File: src/rtl/rvcs_pkg.sv
package rvcs_pkg;
  localparam int SEL_W = 16;
  localparam int IP_W  = 16;
  localparam int PA_W  = 32;
  localparam int SHIFT = 4;

  typedef logic [SEL_W-1:0] sel_t;
  typedef logic [IP_W-1:0]  ip_t;
  typedef logic [PA_W-1:0]  pa_t;

  // Real-mode base: selector scaled by 16, upper bits zero
  function automatic pa_t base_of(sel_t s);
    return pa_t'(s) << SHIFT;
  endfunction

  // Physical fetch address, wraps modulo 2^PA_W
  function automatic pa_t fetch_of(pa_t b, ip_t i);
    return b + pa_t'(i);
  endfunction

  // Pointer advance, wraps modulo 2^IP_W
  function automatic ip_t ip_step(ip_t i, ip_t n);
    return i + n;
  endfunction
endpackage

File: src/rtl/rvcs_seg_reg.sv
module rvcs_seg_reg
  import rvcs_pkg::*;
#(
  parameter sel_t RESET_SEL  = 16'hF000,
  parameter pa_t  RESET_BASE = 32'hFFFF_0000
) (
  input  logic clk,
  input  logic rst_n,
  input  logic seg_load,
  input  sel_t seg_value,
  output sel_t sel_q,
  output pa_t  base_q,
  output logic alias_q
);
  logic load_evt;
  logic first_load;
  assign load_evt   = seg_load;
  assign first_load = seg_load & alias_q;

  always_ff @(posedge clk or negedge rst_n) begin
    if (!rst_n) begin
      sel_q   <= RESET_SEL;
      base_q  <= RESET_BASE;
      alias_q <= 1'b1;
    end else if (load_evt) begin
      sel_q   <= seg_value;
      base_q  <= base_of(seg_value);
      alias_q <= 1'b0;
    end
  end


  load_base_chk: assert property (@(posedge clk) disable iff (!rst_n)
    load_evt |=> (sel_q == $past(seg_value)) && (base_q[SHIFT-1:0] == '0)
                 && (base_q[PA_W-1:SEL_W+SHIFT] == '0));

  hold_alias_base_chk: assert property (@(posedge clk) disable iff (!rst_n)
    (alias_q && !load_evt) |=> (base_q == RESET_BASE));

  alias_fall_chk: assert property (@(posedge clk) disable iff (!rst_n)
    $fell(alias_q) |-> $past(first_load));

  alias_sticky_chk: assert property (@(posedge clk) disable iff (!rst_n)
    !alias_q |=> !alias_q);
endmodule

File: src/rtl/rvcs_ip_reg.sv
module rvcs_ip_reg
  import rvcs_pkg::*;
#(
  parameter int  ADV_W    = 4,
  parameter ip_t RESET_IP = 16'hFFF0
) (
  input  logic             clk,
  input  logic             rst_n,
  input  logic             ip_wr,
  input  ip_t              ip_wdata,
  input  logic             adv,
  input  logic [ADV_W-1:0] adv_bytes,
  output ip_t              ip_q
);
  logic wr_evt;
  logic adv_evt;
  assign wr_evt  = ip_wr;
  assign adv_evt = adv & ~ip_wr;

  always_ff @(posedge clk or negedge rst_n) begin
    if (!rst_n)       ip_q <= RESET_IP;
    else if (wr_evt)  ip_q <= ip_wdata;
    else if (adv_evt) ip_q <= ip_step(ip_q, ip_t'(adv_bytes));
  end


  ip_write_chk: assert property (@(posedge clk) disable iff (!rst_n)
    wr_evt |=> ip_q == $past(ip_wdata));

  ip_adv_chk: assert property (@(posedge clk) disable iff (!rst_n)
    adv_evt |=> ip_q == ip_t'($past(ip_q) + ip_t'($past(adv_bytes))));

  ip_idle_chk: assert property (@(posedge clk) disable iff (!rst_n)
    (!ip_wr && !adv) |=> $stable(ip_q));
endmodule

File: src/rtl/rvcs_fetch_add.sv
module rvcs_fetch_add
  import rvcs_pkg::*;
(
  input  pa_t base,
  input  ip_t ip,
  output pa_t addr
);
  assign addr = fetch_of(base, ip);
endmodule

File: src/rtl/rv_code_seg.sv
module rv_code_seg
  import rvcs_pkg::*;
#(
  parameter int   ADV_W      = 4,
  parameter sel_t RESET_SEL  = 16'hF000,
  parameter pa_t  RESET_BASE = 32'hFFFF_0000,
  parameter ip_t  RESET_IP   = 16'hFFF0
) (
  input  logic             clk,
  input  logic             rst_n,
  input  logic             seg_load,
  input  logic [15:0]      seg_value,
  input  logic             ip_wr,
  input  logic [15:0]      ip_wdata,
  input  logic             adv,
  input  logic [ADV_W-1:0] adv_bytes,
  output logic [15:0]      sel_out,
  output logic [31:0]      base_out,
  output logic [15:0]      ip_out,
  output logic [31:0]      fetch_addr,
  output logic             boot_alias
);
  sel_t sel_w;
  pa_t  base_w;
  ip_t  ip_w;
  pa_t  addr_w;
  logic alias_w;

  rvcs_seg_reg #(.RESET_SEL(RESET_SEL), .RESET_BASE(RESET_BASE)) u_seg (
    .clk(clk), .rst_n(rst_n), .seg_load(seg_load), .seg_value(seg_value),
    .sel_q(sel_w), .base_q(base_w), .alias_q(alias_w)
  );

  rvcs_ip_reg #(.ADV_W(ADV_W), .RESET_IP(RESET_IP)) u_ip (
    .clk(clk), .rst_n(rst_n), .ip_wr(ip_wr), .ip_wdata(ip_wdata),
    .adv(adv), .adv_bytes(adv_bytes), .ip_q(ip_w)
  );

  rvcs_fetch_add u_add (.base(base_w), .ip(ip_w), .addr(addr_w));

  assign sel_out    = sel_w;
  assign base_out   = base_w;
  assign ip_out     = ip_w;
  assign fetch_addr = addr_w;
  assign boot_alias = alias_w;


  alias_top_chk: assert property (@(posedge clk) disable iff (!rst_n)
    alias_w |-> fetch_addr[PA_W-1:IP_W] == RESET_BASE[PA_W-1:IP_W]);

  joint_update_chk: assert property (@(posedge clk) disable iff (!rst_n)
    (seg_load && ip_wr) |=> fetch_addr[IP_W-1:0] == ip_t'($past(ip_wdata) + ip_t'({$past(seg_value), 4'h0})));
endmodule

File: config.mk
export PLATFORM = sky130hd
export DESIGN_NAME = rv_code_seg
export DESIGN_NICKNAME = d
export VERILOG_FILES = /design/src/rtl/rvcs_pkg.sv /design/src/rtl/rvcs_seg_reg.sv /design/src/rtl/rvcs_ip_reg.sv /design/src/rtl/rvcs_fetch_add.sv /design/src/rtl/rv_code_seg.sv
export SDC_FILE = /design/constraint.sdc
export NUM_CORES = 1
export LEC_CHECK = 0
export BUFFER_PORTS_ARGS = -buffer_cell sky130_fd_sc_hd__buf_4
export CAP_MARGIN = 0
export CELL_PAD_IN_SITES_DETAIL_PLACEMENT = 1
export CELL_PAD_IN_SITES_GLOBAL_PLACEMENT = 2
export CORE_MARGIN = 2
export CORE_UTILIZATION = 24
export CTS_BUF_LIST = sky130_fd_sc_hd__clkbuf_2 sky130_fd_sc_hd__clkbuf_4 sky130_fd_sc_hd__clkbuf_8
export DETAILED_ROUTE_END_ITERATION = 7
export GPL_ROUTABILITY_DRIVEN = 0
export PLACE_DENSITY = 0.76
export RECOVER_POWER = 100
export SLEW_MARGIN = 20
export SYNTH_ARGS = -nofsm -noshare
export SYNTH_HDL_FRONTEND = slang
export SYNTH_SLANG_ARGS = --single-unit
File: constraint.sdc
create_clock -name clk -period 3.6 [get_ports clk]
set_clock_uncertainty 0.05 [all_clocks]
set_input_delay 0.72 -clock clk [delete_from_list [all_inputs] [get_ports clk]]
set_output_delay 0.72 -clock clk [all_outputs]
set_load 0.005 [all_outputs]
==> out/metrics.csv <==
metric,value,unit
outcome,"complete, but fails checks",
failing checks,"max-capacitance violations, max-slew violations",
Avg Synthesized Cell Area,9.54,µm²
HPWL Detailed,6090,µm
Final Util,33.9,%
post-synthesis simple-gate area fraction,12.7,%
"most common cell after layout, fill and taps aside",buf_4,
Worst VDD drop,120,µV
antenna-violating nets left,0,
TritonCTS Buffers,5,
Max-Cap Viols,1,
Cell Count Post-Placement,498,
n_diodes,0,
setup bufs post-CTS,0,
H-Tree Level Count,2,
drt total wl,7590,µm
vias in the first global route,2276,
"Reg clk slew, reported paths",0.07,ns
Pint,881,µW
Critical Path End Type,output port,
core area,10400,µm²
post-synthesis sequential area ratio,33.0,%
Die Wd,107,µm
CTS tree,done,
post-synthesis xor/xnor area fraction,9.22,%
post-synthesis compound-gate area fraction,15.4,%
number of port buffers,133,
Sequential cell area,847,µm²
clk_lat worst skew,0.28,ns
Gate power share,41.7,%
Die Y,107,µm
Setup WS pre-CTS,0.377,ns
post-synthesis mux area share,8.19,%
Pins Over Slew Limit,34,
Max clock buf depth,2,
Layout fillers,1256,
largest net degree at the start of global routing,34,
Detailed Route Iter0 Violations,60,
fin nets,428,
Synth-to-Final Area Change,37.2,%
CTS root buf,clkbuf_8,
hold crit path type,flip-flop to flip-flop,
pwr dens,381,nW/µm²
"FF+latch count, synth",33,
WL per Instance,15.0,µm
Final min period,3.42,ns
FF-to-FF path depth,8,
leakage,0.00164,µW
Synth async-reset ratio,100,%
Cell variety after synth,40,
clock network power share,22.5,%
setup_tns,0,ns
Switching Fraction,34.4,%
die area,11500,µm²
Multi-input gate area,1440,µm²
io pins,138,
maximum clock frequency,292,MHz
fin cells,506,
ys flop type,dfstp_2,
"commonest non-fill, non-tap cells in the layout","buf_4 (67), clkbuf_4 (61), nand2_1 (23)",
Slew Limit Headroom,-28.5,%
GRT overflow,0,
Synth Area in Adders,9.36,%
DR vias/cell,4.40,
Cells after Synth,269,
RSZ-0062 raised after global routing,false,
via count,2224,
mapped cell area,2570,µm²
first-pass GRT wire length,11800,µm
Critical Path AT,2.65,ns
Clock Sinks,33,
hold slack,0.520,ns
Total GRT Usage,13.0,%
Reg power frac,35.8,%
Worst Path Required,2.83,ns
Initial Util,24.7,%
row cnt,37,
Fin. Hold Viols,0,
NetSw,461,µW
period utilization,95.0,%
"EDFF count, synth",0,
Startpoint Class,flip-flop,
layout cells sized above 1,42.7,%
first-pass iteration count of the detailed router,3,
actual slew at the worst max-slew pin,1.93,ns
# setup viols final,0,
initial antenna violation count,0,
Crit Path Class,flip-flop to output port,
Final WS setup,0.180,ns
hold depth,1,
Synth Warn #,0,
combinational family with the most area after synthesis,compound AO/OA/AOI/OAI gates,
DRC viols,0,
Worst Path Max Fanout,6,
==> critical path, cell delays in order, from the launching register on <==
cell      delay [ns]
dfstp_1         0.67
ha_1            0.37
and3_1          0.22
a22o_1          0.26
a211o_1         0.33
a21oi_4         0.24
o21a_1          0.14
clkbuf_4        0.13
==> final timing paths <==
| check | start | end | slack [ns] |
|---|---|---|---|
| worst max-delay path | u_ip.ip_q[12] | fetch_addr[27] | 0.18 |
| worst min-delay path | u_seg.sel_q[6] | u_seg.sel_q[6] | 0.52 |
| worst max register to register | u_ip.ip_q[0] | u_ip.ip_q[8] | 1.44 |
| worst min register to register | u_seg.sel_q[6] | u_seg.sel_q[6] | 0.52 |
| max in group asynchronous | rst_n | u_seg.sel_q[8] | 1.47 |
| min in group asynchronous | rst_n | u_seg.sel_q[1] | 0.92 |
==> logic make-up (layout without fill, tap and decap cells) <==
kind of cell    Yosys count  after routing
compound gates           57             57
xor+xnor                 27             27
fa+ha+maj                18             18
buf+inv                  45            143
flops                    33             33
mux                      19             19
other cells               1              4
simple gates             69             69
==> per-stage QoR <==
step,total power [µW],instance area (µm²)
CTS,1390,3540
floorplan,800,2580
global placement,1070,3450
detailed placement,1080,3450
finish,1340,3520
global route,1450,3520
==> synth_stat cells, types with 7 or more instances <==
cell type / n / area share (%)
nor2_1: 13 / 1.9
ha_1: 16 / 7.8
xor2_1: 15 / 5.1
o21a_1: 7 / 2.0
xnor2_1: 12 / 4.1
dfstp_2: 17 / 17
a21o_1: 8 / 2.3
dfrtp_1: 16 / 16
nand2_1: 23 / 3.4
nand3_1: 9 / 1.8
mux2_2: 16 / 7.0
o21ai_0: 19 / 3.7
buf_4: 37 / 11
==> power by group through the flow <==
stage / clock network, µW / registers (µW) / logic (µW)
after detailed placement: 0 / 496 / 581
final: 302 / 480 / 559
after floorplan: 0 / 480 / 320
after CTS: 317 / 490 / 584
after global placement: 0 / 493 / 573
after global routing: 334 / 489 / 623
==> area by class of cell <==
type	count	share of cell area [%]
sequential	33	24.1
tap	136	4.83
multi-input combinational	194	40.8
clock buffer	8	2.60
timing repair buffer	133	27.5
inverter	2	0.213
==> layer usage <==
metal	part of all wire, %	global-route usage, %	up-vias	wire length, µm
li1	-	-	1097	-
met1	43	16.4	1057	3270
met2	51	22.6	64	3840
met3	5.2	2.72	6	398
met4	1.1	3.48	0	80
met5	0	0	-	0
==> state kept, by name, indices dropped and copies added, names as in the netlist <==
name	cells
u_seg.sel_q	15
u_ip.ip_q	16
u_seg.base_q	2
==> repair_timing <==
item | 4_1_cts | 5_1_grt
endpoints found under the setup margin | 0 | 7
gates resized for setup | 0 | 3
hold buffers | 0 | 0
No activity file was read; power rests on OpenSTA's default activity.
